<file path="src/rtl/dma_pipe_pkg.sv">
package dma_pipe_pkg;

  localparam logic OP_READ  = 1'b0;
  localparam logic OP_WRITE = 1'b1;

  localparam logic [1:0] TAG_READ  = 2'd1;
  localparam logic [1:0] TAG_WRITE = 2'd2;

  localparam logic [1:0] OFS_SRC  = 2'd0;
  localparam logic [1:0] OFS_DST  = 2'd1;
  localparam logic [1:0] OFS_CNT  = 2'd2;
  localparam logic [1:0] OFS_CTRL = 2'd3;

endpackage

</file>
<file path="src/rtl/dma_queue.sv">
module dma_queue #(
  parameter int W     = 16,
  parameter int DEPTH = 4
) (
  input  logic         clk,
  input  logic         rst_n,
  input  logic         push,
  input  logic [W-1:0] din,
  input  logic         pop,
  output logic [W-1:0] head,
  output logic         full,
  output logic         empty
);
  localparam int PW = (DEPTH > 1) ? $clog2(DEPTH) : 1;

  logic [W-1:0] slots [DEPTH];
  logic [PW-1:0] wptr_q, rptr_q;
  logic [PW:0]   fill_q;

  function automatic logic [PW-1:0] ptr_next(input logic [PW-1:0] p);
    return (p == PW'(DEPTH - 1)) ? '0 : p + PW'(1);
  endfunction

  assign full  = (fill_q == (PW+1)'(DEPTH));
  assign empty = (fill_q == '0);
  assign head  = slots[rptr_q];

  always_ff @(posedge clk or negedge rst_n) begin
    if (!rst_n) begin
      wptr_q <= '0;
      rptr_q <= '0;
      fill_q <= '0;
    end else begin
      if (push) wptr_q <= ptr_next(wptr_q);
      if (pop)  rptr_q <= ptr_next(rptr_q);
      case ({push, pop})
        2'b10:   fill_q <= fill_q + 1'b1;
        2'b01:   fill_q <= fill_q - 1'b1;
        default: fill_q <= fill_q;
      endcase
    end
  end

  always_ff @(posedge clk) begin
    if (push) slots[wptr_q] <= din;
  end

  // the queue is never written when full nor read when empty
  a_r6_no_overflow: assert property (@(posedge clk) disable iff (!rst_n) push |-> !full);
  a_r6_no_underflow: assert property (@(posedge clk) disable iff (!rst_n) pop |-> !empty);

endmodule

</file>
<file path="src/rtl/dma_cfg_regs.sv">
module dma_cfg_regs
  import dma_pipe_pkg::*;
#(
  parameter int AW = 16,
  parameter int DW = 32,
  parameter int CW = 8
) (
  input  logic          clk,
  input  logic          rst_n,
  input  logic          cfg_we,
  input  logic [1:0]    cfg_addr,
  input  logic [DW-1:0] cfg_wdata,
  output logic [DW-1:0] cfg_rdata,
  input  logic          finish_i,
  output logic [AW-1:0] src_o,
  output logic [AW-1:0] dst_o,
  output logic [CW-1:0] cnt_o,
  output logic          start_o,
  output logic          active_o
);
  logic [AW-1:0] src_q, dst_q;
  logic [CW-1:0] cnt_q;
  logic          run_q, done_q;
  logic          busy, wr_ok;
  logic          unused_wdata;

  assign unused_wdata = ^cfg_wdata;

  assign busy     = run_q && !done_q;
  assign wr_ok    = cfg_we && !busy;
  assign start_o  = wr_ok && (cfg_addr == OFS_CTRL) && cfg_wdata[0];
  assign active_o = busy;
  assign src_o    = src_q;
  assign dst_o    = dst_q;
  assign cnt_o    = cnt_q;

  always_ff @(posedge clk or negedge rst_n) begin
    if (!rst_n) begin
      src_q  <= '0;
      dst_q  <= '0;
      cnt_q  <= '0;
      run_q  <= 1'b0;
      done_q <= 1'b0;
    end else if (wr_ok) begin
      case (cfg_addr)
        OFS_SRC: src_q <= cfg_wdata[AW-1:0];
        OFS_DST: dst_q <= cfg_wdata[AW-1:0];
        OFS_CNT: cnt_q <= cfg_wdata[CW-1:0];
        default: begin
          run_q  <= cfg_wdata[0];
          done_q <= 1'b0;
        end
      endcase
    end else if (busy && finish_i) begin
      done_q <= 1'b1;
    end
  end

  always_comb begin
    case (cfg_addr)
      OFS_SRC: cfg_rdata = DW'(src_q);
      OFS_DST: cfg_rdata = DW'(dst_q);
      OFS_CNT: cfg_rdata = DW'(cnt_q);
      default: cfg_rdata = DW'({done_q, busy, run_q});
    endcase
  end

  // programmed values hold while a transfer runs
  a_r8_locked: assert property (@(posedge clk) disable iff (!rst_n)
    busy |=> $stable(src_q) && $stable(dst_q) && $stable(cnt_q));
  // done stays until software writes the control word
  a_r7_done_sticky: assert property (@(posedge clk) disable iff (!rst_n)
    (done_q && !cfg_we) |=> done_q);

endmodule

</file>
<file path="src/rtl/dma_issue.sv">
module dma_issue
  import dma_pipe_pkg::*;
#(
  parameter int AW     = 16,
  parameter int DW     = 32,
  parameter int CW     = 8,
  parameter int QDEPTH = 4
) (
  input  logic          clk,
  input  logic          rst_n,
  input  logic          start_i,
  input  logic          active_i,
  input  logic [AW-1:0] src_i,
  input  logic [AW-1:0] dst_i,
  input  logic [CW-1:0] cnt_i,
  output logic          finish_o,
  output logic          m_req_valid,
  output logic          m_req_op,
  output logic [AW-1:0] m_req_addr,
  output logic [DW-1:0] m_req_data,
  output logic [1:0]    m_req_info,
  input  logic          m_req_accept,
  input  logic          m_resp_valid,
  input  logic          m_resp_op,
  input  logic [1:0]    m_resp_info,
  input  logic [DW-1:0] m_resp_data,
  output logic          m_resp_accept
);
  logic [AW-1:0] rd_addr_q, wr_addr_q;
  logic [CW-1:0] rd_issued_q, wr_done_q;
  logic          held_q, held_wr_q;

  logic [AW-1:0] aq_head;
  logic [DW-1:0] dq_head;
  logic          aq_full, aq_empty, dq_full, dq_empty;

  logic want_rd, want_wr, sel_wr, fire, rd_fire, wr_fire;
  logic resp_is_rd, resp_is_wr, rd_take, wr_ack;

  function automatic logic [AW-1:0] addr_step(input logic [AW-1:0] a);
    return a + AW'(1);
  endfunction

  function automatic logic [CW-1:0] cnt_step(input logic [CW-1:0] c);
    return c + CW'(1);
  endfunction

  // issue decisions
  assign want_rd  = active_i && (rd_issued_q < cnt_i) && !aq_full;
  assign want_wr  = !aq_empty && !dq_empty;
  assign sel_wr   = held_q ? held_wr_q : want_wr;
  assign m_req_valid = held_q || want_wr || want_rd;
  assign fire     = m_req_valid && m_req_accept;
  assign wr_fire  = fire && sel_wr;
  assign rd_fire  = fire && !sel_wr;

  assign m_req_op   = sel_wr ? OP_WRITE : OP_READ;
  assign m_req_addr = sel_wr ? aq_head : rd_addr_q;
  assign m_req_data = sel_wr ? dq_head : '0;
  assign m_req_info = sel_wr ? TAG_WRITE : TAG_READ;

  // response sorting
  assign resp_is_rd    = (m_resp_info == TAG_READ)  && (m_resp_op == OP_READ);
  assign resp_is_wr    = (m_resp_info == TAG_WRITE) && (m_resp_op == OP_WRITE);
  assign m_resp_accept = m_resp_valid && (resp_is_rd ? !dq_full : 1'b1);
  assign rd_take       = m_resp_accept && resp_is_rd;
  assign wr_ack        = m_resp_accept && resp_is_wr;

  assign finish_o = (wr_done_q == cnt_i);

  dma_queue #(.W(AW), .DEPTH(QDEPTH)) u_addr_q (
    .clk(clk), .rst_n(rst_n),
    .push(rd_fire), .din(wr_addr_q),
    .pop(wr_fire), .head(aq_head),
    .full(aq_full), .empty(aq_empty)
  );

  dma_queue #(.W(DW), .DEPTH(QDEPTH)) u_data_q (
    .clk(clk), .rst_n(rst_n),
    .push(rd_take), .din(m_resp_data),
    .pop(wr_fire), .head(dq_head),
    .full(dq_full), .empty(dq_empty)
  );

  always_ff @(posedge clk or negedge rst_n) begin
    if (!rst_n) begin
      rd_addr_q   <= '0;
      wr_addr_q   <= '0;
      rd_issued_q <= '0;
      wr_done_q   <= '0;
      held_q      <= 1'b0;
      held_wr_q   <= 1'b0;
    end else if (start_i) begin
      rd_addr_q   <= src_i;
      wr_addr_q   <= dst_i;
      rd_issued_q <= '0;
      wr_done_q   <= '0;
      held_q      <= 1'b0;
      held_wr_q   <= 1'b0;
    end else begin
      if (rd_fire) begin
        rd_addr_q   <= addr_step(rd_addr_q);
        wr_addr_q   <= addr_step(wr_addr_q);
        rd_issued_q <= cnt_step(rd_issued_q);
      end
      if (wr_ack) wr_done_q <= cnt_step(wr_done_q);
      held_q    <= m_req_valid && !m_req_accept;
      held_wr_q <= sel_wr;
    end
  end

  // an unaccepted request is kept unchanged
  a_r11_hold: assert property (@(posedge clk) disable iff (!rst_n)
    (m_req_valid && !m_req_accept && !start_i) |=>
      m_req_valid && $stable(m_req_op) && $stable(m_req_addr) && $stable(m_req_data));
  // a read is never sent fresh while a write could go
  a_r5_write_first: assert property (@(posedge clk) disable iff (!rst_n)
    (rd_fire && !held_q) |-> (aq_empty || dq_empty));
  // reads never run past the count
  a_r3_read_cap: assert property (@(posedge clk) disable iff (!rst_n)
    active_i |-> (rd_issued_q <= cnt_i));
  // acknowledged writes never exceed the count
  a_r7_ack_cap: assert property (@(posedge clk) disable iff (!rst_n)
    active_i |-> (wr_done_q <= cnt_i));

endmodule

</file>
<file path="src/rtl/dma_pipe_engine.sv">
module dma_pipe_engine #(
  parameter int AW     = 16,
  parameter int DW     = 32,
  parameter int CW     = 8,
  parameter int QDEPTH = 4
) (
  input  logic          clk,
  input  logic          rst_n,
  input  logic          cfg_we,
  input  logic [1:0]    cfg_addr,
  input  logic [DW-1:0] cfg_wdata,
  output logic [DW-1:0] cfg_rdata,
  output logic          m_req_valid,
  output logic          m_req_op,
  output logic [AW-1:0] m_req_addr,
  output logic [DW-1:0] m_req_data,
  output logic [1:0]    m_req_info,
  input  logic          m_req_accept,
  input  logic          m_resp_valid,
  input  logic          m_resp_op,
  input  logic [1:0]    m_resp_info,
  input  logic [DW-1:0] m_resp_data,
  output logic          m_resp_accept
);
  logic [AW-1:0] src_w, dst_w;
  logic [CW-1:0] cnt_w;
  logic          start_w, active_w, finish_w;

  dma_cfg_regs #(.AW(AW), .DW(DW), .CW(CW)) u_regs (
    .clk(clk), .rst_n(rst_n),
    .cfg_we(cfg_we), .cfg_addr(cfg_addr), .cfg_wdata(cfg_wdata), .cfg_rdata(cfg_rdata),
    .finish_i(finish_w),
    .src_o(src_w), .dst_o(dst_w), .cnt_o(cnt_w),
    .start_o(start_w), .active_o(active_w)
  );

  dma_issue #(.AW(AW), .DW(DW), .CW(CW), .QDEPTH(QDEPTH)) u_issue (
    .clk(clk), .rst_n(rst_n),
    .start_i(start_w), .active_i(active_w),
    .src_i(src_w), .dst_i(dst_w), .cnt_i(cnt_w),
    .finish_o(finish_w),
    .m_req_valid(m_req_valid), .m_req_op(m_req_op), .m_req_addr(m_req_addr),
    .m_req_data(m_req_data), .m_req_info(m_req_info), .m_req_accept(m_req_accept),
    .m_resp_valid(m_resp_valid), .m_resp_op(m_resp_op), .m_resp_info(m_resp_info),
    .m_resp_data(m_resp_data), .m_resp_accept(m_resp_accept)
  );

  // nothing is requested while idle
  a_r1_idle_quiet: assert property (@(posedge clk) disable iff (!rst_n)
    (!active_w && !start_w && !$past(active_w)) |-> !m_req_valid);

endmodule

</file>
<file path="config.mk">
export PLATFORM = sky130hd
export DESIGN_NAME = dma_pipe_engine
export DESIGN_NICKNAME = d
export VERILOG_FILES = /design/src/rtl/dma_pipe_pkg.sv /design/src/rtl/dma_queue.sv /design/src/rtl/dma_cfg_regs.sv /design/src/rtl/dma_issue.sv /design/src/rtl/dma_pipe_engine.sv
export SDC_FILE = /design/constraint.sdc
export NUM_CORES = 1
export LEC_CHECK = 0
export BUFFER_PORTS_ARGS = -buffer_cell sky130_fd_sc_hd__buf_2
export CAP_MARGIN = 20
export CORE_MARGIN = 2
export CORE_UTILIZATION = 39
export DETAILED_ROUTE_END_ITERATION = 7
export HOLD_SLACK_MARGIN = 0.1
export PLACE_DENSITY = 0.58
export SLEW_MARGIN = 20
export SYNTH_ARGS = -nofsm -noshare
export SYNTH_HDL_FRONTEND = slang
export SYNTH_SLANG_ARGS = --single-unit
</file>
<file path="constraint.sdc">
create_clock -name clk -period 3 [get_ports clk]
set_input_delay 0.6 -clock clk [delete_from_list [all_inputs] [get_ports clk]]
set_output_delay 0.6 -clock clk [all_outputs]
set_load 0.02 [all_outputs]
</file>
# After elaboration in Yosys (flattened, before gate mapping)
# Memories as Yosys holds them, arrays and structs flattened.
# Index checks and enable logic that the tools add are counted.
[word_totals]
ff_bits = 106
ram_bits = 192
input_bits = 74
output_inout_bits = 85
memories = 2
[mem_list]
columns = ["memory", "words", "width", "rd", "rd_clocked_by_memory_dff", "wr", "line_no", "rtl"]
rows = [
  ["u_issue.u_data_q.slots", 4, 32, 1, 0, 1, "dma_queue.sv:16", "logic [W-1:0] slots [DEPTH];"],
  ["u_issue.u_addr_q.slots", 4, 16, 1, 0, 1, "dma_queue.sv:16", ""],
]
[classes]
addsub = 12
order_cmp = 1
eq_ne = 17
muxes = 30
bitwise = 2
n_reduce_logical = 41
[ops]
columns = ["cell", "count"]
rows = [
  ["$mux W16", 5],
  ["$pmux W16 S3", 1],
  ["$add A16 B1 Y16 const B", 2],
  ["$mux W32", 1],
  ["$mux W8", 4],
  ["$eq A2 B2 Y1 const B", 9],
  ["$logic_and A1 B1 Y1", 17],
  ["$add A8 B1 Y8 const B", 2],
  ["$mux W1", 12],
  ["$pmux W3 S2", 2],
  ["$mux W2", 5],
  ["$reduce_and A2 Y1", 5],
  ["$reduce_bool A2 Y1", 5],
  ["$add A2 B1 Y2 const B", 4],
  ["$eq A2 B1 Y1 const B", 4],
  ["$eq A8 B8 Y1", 1],
  ["$logic_not A1 Y1", 8],
  ["$lt A8 B8 Y1", 1],
  ["$add A3 B1 Y3 const B", 2],
  ["$eq A3 B3 Y1 const B", 2],
  ["$logic_not A3 Y1", 2],
  ["$sub A3 B1 Y3 const B", 2],
  ["$reduce_or A3 Y1", 1],
  ["$logic_not A2 Y1", 1],
  ["other kinds (3)", 5],
]

# Depth between registers and ports, before layout
# Gate-level depths: netlist of the first run.
[logic_depth]
ltp_word = 9
depth_mapped = 12

# Hierarchy
# From an unflattened synthesis of the first run, not the netlist that was laid out.
[unflattened]
hier_cells = 899
area_unflattened_um2 = 13361.6
[modules_own_cells]
columns = ["module", "n_inst", "cells_per_inst", "area_each_um2"]
rows = [
  ["dma_queue at u_issue.u_data_q", 1, 207, 5083.6],
  ["dma_issue", 1, 416, 3448.3],
  ["dma_queue at u_issue.u_addr_q", 1, 122, 2768.9],
  ["dma_cfg_regs", 1, 154, 2060.7],
]

# Least setup slack after synthesis of the first run
# No wires, ideal clock.
[synth_path]
path_kind = "register to register"
startpoint = "register u_regs.cnt_q[2], in the netlist u_regs.cnt_o[2]"
endpoint = "memory u_issue.u_addr_q.slots[6][0], in the netlist u_issue.u_addr_q.slots[3][0] (enable)"
setup_time_ns = 0.389
arrival_ns = 2.477
t_required_ns = 2.611
slack_ns = 0.135
path_stages_with_launch = 9
n_path_buf = 1
period_less_slack_ns = 2.865
path_cell_list = "dfrtp_1 > inv_1 > ha_1 > a211oi_2 > o21ai_1 > a2111oi_2 > a21oi_1 > buf_2 > nor2_1"
[synth_between]
elab_chain_cells = 8
[synth_rtl]
columns = ["item", "line_no", "rtl"]
rows = [
  ["start, declared", "dma_cfg_regs.sv:22", "logic [CW-1:0] cnt_q;"],
  ["start signal, assigned", "dma_cfg_regs.sv:48", "OFS_CNT: cnt_q <= cfg_wdata[CW-1:0];"],
  ["$lt A8 B8 Y1", "dma_issue.sv:49", "assign want_rd = active_i && (rd_issued_q < cnt_i) && !aq_full;"],
  ["$logic_and A1 B1 Y1 (2 in a row)", "dma_issue.sv:49", ""],
  ["$logic_or A1 B1 Y1", "dma_issue.sv:52", "assign m_req_valid = held_q || want_wr || want_rd;"],
  ["$logic_and A1 B1 Y1", "dma_issue.sv:53", "assign fire = m_req_valid && m_req_accept;"],
  ["$logic_and A1 B1 Y1", "dma_issue.sv:55", "assign rd_fire = fire && !sel_wr;"],
  ["$mux W1", "dma_queue.sv:45", "if (push) slots[wptr_q] <= din;"],
  ["$mux W1 (implied by the code)", "dma_queue.sv:45", ""],
  ["end, declared", "dma_queue.sv:16", ""],
]
# No other way between the ends.

# Worst setup path after layout of the first run
[layout_path]
startpoint = "register u_regs.cnt_q[7], in the netlist u_regs.cnt_o[7]"
endpoint = "output port m_req_valid"
[layout_between]
elab_chain_cells = 4
[layout_rtl]
columns = ["item", "line_no", "rtl"]
rows = [
  ["$lt A8 B8 Y1", "dma_issue.sv:49", ""],
  ["$logic_and A1 B1 Y1 (2 in a row)", "dma_issue.sv:49", ""],
  ["$logic_or A1 B1 Y1", "dma_issue.sv:52", ""],
  ["end, declared", "dma_pipe_engine.sv:13", "output logic m_req_valid,"],
]
# No other way between the ends.

==> results of run 1 <==
==> routing by layer <==
| layer | vias to the layer above | GRT usage, % | share of wire [%] |
|---|---|---|---|
| met5 | - | 0 | 0 |
| met4 | 0 | 4.27 | 1.8 |
| met3 | 35 | 2.96 | 5.2 |
| met2 | 187 | 24.3 | 45 |
| met1 | 3830 | 23.6 | 48 |
| li1 | 3563 | - | - |
==> synth_stat cells (4+ instances only) <==
library cell / n
dfrtp_1: 106
buf_1: 5
edfxtp_1: 192
and4_1: 4
and2_1: 37
mux2_2: 51
nor3_1: 14
xor2_1: 35
xnor2_1: 20
buf_4: 17
nand4_1: 14
ha_1: 22
clkbuf_1: 23
and3_1: 13
nand3_1: 22
buf_2: 9
nor2_1: 51
mux2i_1: 14
nand2_1: 69
mux4_2: 51
nor2b_1: 4
a21oi_1: 15
o21ai_1: 4
o21ai_0: 37
inv_1: 25
==> sequential cells by signal, indices dropped and copies added (netlist names), 8 cells and up <==
signal and cells:
u_issue.u_addr_q.slots 64, u_issue.wr_done_q 8, u_regs.src_o 16, u_regs.dst_o 16, u_regs.cnt_o 8, u_issue.rd_addr_q 16, u_issue.wr_addr_q 16, u_issue.rd_issued_q 8
u_issue.u_data_q.slots 128
==> how the worst max path moves through the flow <==
stage | start | to | slack, ns | depth (start not counted)
after global placement | u_regs.cnt_o[2] | u_issue.wr_addr_q[3] | 0.27 | 10
after CTS | u_regs.cnt_o[2] | m_req_valid | 0.005 | 7
after floorplan | u_regs.cnt_o[2] | u_issue.u_addr_q.slots[3][0] | 0.13 | 8
after detailed placement | u_regs.cnt_o[2] | u_issue.wr_addr_q[12] | 0.25 | 9
final | u_regs.cnt_o[7] | m_req_valid | 0.11 | 6
after global routing | u_issue.u_addr_q.fill_q[0] | m_req_addr[6] | 0.007 | 7
==> layout by cell type, fill, tap and decap left out, types with 20 or more instances in the layout <==
cell type,synthesis,final
xnor2_1,20,20
mux4_2,51,51
xor2_1,35,35
edfxtp_1,192,192
inv_1,25,24
and2_1,37,37
nand3_1,22,22
clkbuf_16,0,36
buf_4,17,29
ha_1,22,21
buf_2,9,124
nor2_1,51,50
dfrtp_1,106,105
o21ai_0,37,37
nand2_1,69,69
mux2_2,51,51
==> power groups by stage <==
stage / Sequential [W] / Clock [W] / Combinational, W
floorplan: 0.00588 / 0 / 0.00376
finish: 0.00619 / 0.00413 / 0.00524
CTS: 0.00618 / 0.00426 / 0.00526
detailed placement: 0.00625 / 0 / 0.00518
global route: 0.00631 / 0.00442 / 0.00573
global placement: 0.00622 / 0 / 0.00514
==> cells by family after synthesis <==
kind of cell / after synthesis
AND/OR/NAND/NOR: 240
flip-flops: 298
buffers and inverters: 80
other: 1
AO/OA/AOI/OAI: 69
XOR/XNOR: 55
multiplexers: 116
adder cells (fa/ha/maj): 24
==> repair_timing <==
item | in CTS | in global routing
gates resized for setup | 2 | 6
setup buffers | 1 | 3
hold endpoints to repair | 0 | 0
setup endpoints to repair | 1 | 18
pin swaps | 1 | 2
==> layout make-up <==
class | count | area share, %
sequential | 298 | 54.0
multi-input combinational | 520 | 28.1
timing repair buffer | 162 | 6.47
clock buffer | 46 | 6.01
tap | 448 | 3.59
clock inverter | 15 | 1.24
inverter | 25 | 0.601
antenna | 1 | 0.0160
==> per-stage QoR <==
step / utilization, % / total power, W
2_1_floorplan: - / 0.00964
3_3_place_gp: 43.3 / 0.0114
3_5_place_dp: 43.3 / 0.0114
4_1_cts: 46.7 / 0.0157
5_1_grt: 46.9 / 0.0165
6_report: 46.9 / 0.0156
==> worst max-delay path: stages (launching register included) <==
cell and delay, ns:
dfrtp_1 0.37, inv_1 0.10, ha_1 0.32, a221o_1 0.37, a2111oi_4 0.29, nand2b_4 0.21, buf_6 0.12
==> impl_metrics.env, run 1 <==
export IMPL_outcome="finished clean"
export IMPL_root_buffer="clkbuf_16"
export IMPL_fp_dieH_um=187
export IMPL_timing_fmax_mhz=346
export IMPL_maxSlewViolCount=0
export IMPL_power_switching_w=0.00529
export IMPL_cts_sinks=298
export IMPL_finalClockSkew_ns=0.0183
export IMPL_dpl_hpwl_um=18300
export IMPL_tightestPinTransition_ns=0.612
export IMPL_ant_nets=0
export IMPL_finalCritPeriodShare_pct=96.4
export IMPL_design_area_sq_mm=0.0156
export IMPL_synth_top_family_by_area="multiplexers"
export IMPL_rsz0062_at_grt="no"
export IMPL_dpl_cell_area_sq_mm=0.0144
export IMPL_drc_errors=0
export IMPL_max_slew_margin_pct=59.2
export IMPL_crit_type="reg2out"
export IMPL_cts_made_buffers=34
export IMPL_p_leak_nw=5.99
export IMPL_fill_cells=2968
export IMPL_power_internal_w=0.0103
export IMPL_wirelength_um=27600
export IMPL_globalRoute_totalOverflow=0
export IMPL_syn2layout_area_growth_pct=19.3
export IMPL_tns_ns=0
export IMPL_viasPerCell=5.03
export IMPL_place_congestion=0.772
export IMPL_row_count=67
export IMPL_setup_violations=0
export IMPL_start_kind="flip-flop"
export IMPL_clk_pin_slew_ns=0.06
export IMPL_yosysWarnings=0
export IMPL_min_period_ns=2.89
export IMPL_r2r_slack_ns=0.31
export IMPL_core_area_sq_mm=0.0333
export IMPL_synth_simple_area_share_pct=9.12
export IMPL_ir_drop_v=0.000542
export IMPL_rr_worst_depth=10
export IMPL_synthDominantCellAreaShare_pct=44.1
export IMPL_ys_flop_type="edfxtp_1"
export IMPL_fin_ws_ns=0.107
export IMPL_die_x_um=187
export IMPL_cp_max_fo=3
export IMPL_finalHoldViolCount=0
export IMPL_hold_buffers=0
export IMPL_cts_tree="done"
export IMPL_drt_pass1_iterations=4
export IMPL_async_reset_ff_share_pct=35.6
export IMPL_grt_pass1_wl_um=43600
export IMPL_portBuffers=126
export IMPL_grt_max_degree=51
export IMPL_wl_per_cell_um=18.2
export IMPL_drtIter0Drc=411
export IMPL_dp_slack_ns=0.245
export IMPL_pwr_share_comb_pct=33.7
export IMPL_die_area_sq_mm=0.0350
export IMPL_critPathRequiredTime_ns=2.40
export IMPL_synthCells=883
export IMPL_rr_startpoint="u_regs.cnt_o[2]"
export IMPL_hp_class="in2async"
export IMPL_whs_ns=0.0996
export IMPL_drive_gt1_share_pct=30.8
export IMPL_power_frac_clock_pct=26.6
export IMPL_synthAdderAreaFrac_pct=2.41
export IMPL_r2r_end="u_issue.wr_addr_q[4]"
export IMPL_worstPathArrival_ns=2.29
export IMPL_cts_buffer_depth=3
export IMPL_dp_cells=1449
export IMPL_avgSynthCellArea_sq_um=14.8
export IMPL_p_seq_share_pct=39.8
export IMPL_synth_compound_area_share_pct=3.24
export IMPL_ys_ff_latch=298
export IMPL_synth_edf_count=192
export IMPL_multiInputGateArea_sq_mm=0.00438
export IMPL_synth_mux_area_fraction_pct=14.2
export IMPL_vias=7615
export IMPL_p_sw_share_pct=34.0
export IMPL_stdcell_count=1515
export IMPL_endpoint_kind="output port"
export IMPL_ys_types=49
export IMPL_syn_area_sq_mm=0.0131
export IMPL_final_net_count=1139
export IMPL_synthTopCellsByArea="edfxtp_1, dfrtp_1, mux4_2"
export IMPL_clock_latency_ns=0.51
export IMPL_htreeDepth=2
export IMPL_grt_pass1_vias=7775
export IMPL_io_pins=159
export IMPL_synth_largest_area_cell="edfxtp_1"
export IMPL_initial_core_util_pct=39.3
export IMPL_power_density_mw_per_mm2=997
export IMPL_register_area_sq_mm=0.00842
export IMPL_synth_xor_area_share_pct=3.68
export IMPL_ys_seq_area_share_pct=64.3
export IMPL_drv_cap=0
export IMPL_track_usage_pct=16.0
export IMPL_antenna_found_initial=1
Note: power is estimated with default switching activity, not from simulation.
==> inputs of run 2 (changes only) <==
--- a/config.mk
+++ b/config.mk
@@ -9,6 +9,7 @@
 export CAP_MARGIN = 20
 export CORE_MARGIN = 2
 export CORE_UTILIZATION = 39
+export CTS_BUF_LIST = sky130_fd_sc_hd__clkbuf_8 sky130_fd_sc_hd__clkbuf_16
 export DETAILED_ROUTE_END_ITERATION = 7
 export HOLD_SLACK_MARGIN = 0.1
 export PLACE_DENSITY = 0.58
==> run 2 against run 1 <==
Net effect: flip-flop and latch count stayed put; sequential power about the same; via count barely moved; routed wire length is the same; combinational power is essentially flat; first-iteration DRC count increased by 0.73%; count of clock-buffer cells in the layout fell by 10; cell area unchanged; register-to-register slack about the same; non-clock buffer count did not move; utilization unchanged; clock power hardly changed.
==> impl_metrics.env, run 2 (synthesis results as in run 1) <==
export IMPL_outcome="finished clean"
export IMPL_die_x_um=187
export IMPL_syn2layout_area_growth_pct=19.3
export IMPL_cts_tree="done"
export IMPL_p_leak_nw=6.04
export IMPL_ant_nets=0
export IMPL_io_pins=159
export IMPL_track_usage_pct=16.0
export IMPL_drive_gt1_share_pct=30.8
export IMPL_grt_max_degree=51
export IMPL_grt_pass1_vias=7775
export IMPL_htreeDepth=2
export IMPL_hp_class="in2async"
export IMPL_power_density_mw_per_mm2=995
export IMPL_wl_per_cell_um=18.2
export IMPL_finalCritPeriodShare_pct=96.5
export IMPL_final_net_count=1139
export IMPL_viasPerCell=5.02
export IMPL_maxSlewViolCount=0
export IMPL_rr_startpoint="u_regs.cnt_o[2]"
export IMPL_mostFrequentLayoutCell="edfxtp_1"
export IMPL_drtIter0Drc=414
export IMPL_wirelength_um=27600
export IMPL_cts_made_buffers=34
export IMPL_r2r_slack_ns=0.31
export IMPL_row_count=67
export IMPL_critPathRequiredTime_ns=2.40
export IMPL_drc_errors=0
export IMPL_pwr_share_comb_pct=33.7
export IMPL_globalRoute_totalOverflow=0
export IMPL_whs_ns=0.0986
export IMPL_worstPathArrival_ns=2.29
export IMPL_fill_cells=2968
export IMPL_hold_buffers=0
export IMPL_core_area_sq_mm=0.0333
export IMPL_tns_ns=0
export IMPL_rsz0062_at_grt="no"
export IMPL_initial_core_util_pct=39.3
export IMPL_power_switching_w=0.00530
export IMPL_design_area_sq_mm=0.0156
export IMPL_min_period_ns=2.89
export IMPL_setup_violations=0
export IMPL_clk_pin_slew_ns=0.06
export IMPL_grt_pass1_wl_um=43600
export IMPL_portBuffers=126
export IMPL_timing_fmax_mhz=346
export IMPL_p_seq_share_pct=39.9
export IMPL_dpl_hpwl_um=18300
export IMPL_place_congestion=0.772
export IMPL_crit_type="reg2out"
export IMPL_top_register="u_issue.u_data_q.slots"
export IMPL_stdcell_count=1515
export IMPL_crit_path_end="m_req_valid"
export IMPL_ir_drop_v=0.000542
export IMPL_power_internal_w=0.0102
export IMPL_endpoint_kind="output port"
export IMPL_fin_ws_ns=0.106
export IMPL_clock_latency_ns=0.51
export IMPL_vias=7610
export IMPL_critPathLaunch="u_regs.cnt_o[7]"
export IMPL_die_area_sq_mm=0.0350
export IMPL_rr_worst_depth=10
export IMPL_dp_cells=1449
export IMPL_r2r_end="u_issue.wr_addr_q[4]"
export IMPL_power_frac_clock_pct=26.4
export IMPL_drv_cap=0
export IMPL_dp_slack_ns=0.245
export IMPL_final_cell_mix="edfxtp_1, buf_2, dfrtp_1"
export IMPL_tightestPinTransition_ns=0.612
export IMPL_finalClockSkew_ns=0.0192
export IMPL_drt_pass1_iterations=4
export IMPL_finalHoldViolCount=0
export IMPL_max_slew_margin_pct=59.2
export IMPL_cp_max_fo=3
export IMPL_cts_sinks=298
export IMPL_cts_buffer_depth=3
export IMPL_largest_reg_flops=128
export IMPL_fp_dieH_um=187
export IMPL_dpl_cell_area_sq_mm=0.0144
export IMPL_start_kind="flip-flop"
export IMPL_reg_top3="u_issue.u_data_q.slots x128, u_issue.u_addr_q.slots x64"
export IMPL_root_buffer="clkbuf_16"
export IMPL_p_sw_share_pct=34.1
export IMPL_antenna_found_initial=1
## run 2: cell types whose count changed in the layout (fill, tap and decap cells not counted), sizes merged
| cell | previous run | this run |
|---|---|---|
| clkbuf | 46 | 36 |
| inv | 25 | 35 |
## run 2: power by group through the flow
stage,Combinational [W],Sequential (W),Clock [W]
2_1_floorplan,0.00376,0.00588,0
3_3_place_gp,0.00514,0.00622,0
3_5_place_dp,0.00518,0.00625,0
4_1_cts,0.00526,0.00618,0.00423
5_1_grt,0.00573,0.00631,0.00439
6_report,0.00524,0.00619,0.00410
## run 2: worst max-delay path, stage by stage, from the launching register on
cell and delay [ns]:
dfrtp_1 0.37, inv_1 0.10, ha_1 0.32, a221o_1 0.37, a2111oi_4 0.29, nand2b_4 0.21
buf_6 0.12
## run 2: area by class of cell
class,count,area [sq um],area share (%)
antenna,1,2.50,0.0160
clock buffer,36,901,5.77
clock inverter,25,230,1.48
inverter,25,93.8,0.601
multi-input combinational,520,4380,28.1
sequential,298,8420,54.0
tap,448,561,3.59
timing repair buffer,162,1010,6.47
## run 2: timing repair
item | in CTS | in global routing
gates resized for setup | 2 | 6
pin swaps | 1 | 2
endpoints found under the setup margin | 1 | 18
gates cloned | 0 | 0
buffers inserted | 1 | 3
## run 2: metrics by stage
step                      power (W)  utilization, %
after floorplan             0.00964               -
after global placement       0.0114            43.3
after detailed placement     0.0114            43.3
after CTS                    0.0157            46.7
after global routing         0.0164            46.9
final                        0.0155            46.9
## run 2: how the worst min path moves through the flow
| stage | endpoint | slack [ns] | startpoint |
|---|---|---|---|
| floorplan | u_issue.held_q | 0.30 | rst_n |
| global placement | u_issue.u_data_q.fill_q[1] | 0.50 | u_issue.u_data_q.fill_q[1] |
| detailed placement | u_issue.u_data_q.fill_q[0] | 0.49 | u_issue.u_data_q.fill_q[0] |
| CTS | u_issue.rd_addr_q[14] | 0.11 | rst_n |
| global route | u_issue.rd_addr_q[14] | 0.13 | rst_n |
| finish | u_issue.rd_addr_q[14] | 0.1 | rst_n |
## run 2: routing by layer
metal / global-route usage (%) / vias up / part of all wire, %
li1: - / 3562 / -
met1: 23.6 / 3827 / 48
met2: 24.3 / 186 / 45
met3: 2.96 / 35 / 5.1
met4: 4.27 / 0 / 1.8
met5: 0 / - / 0
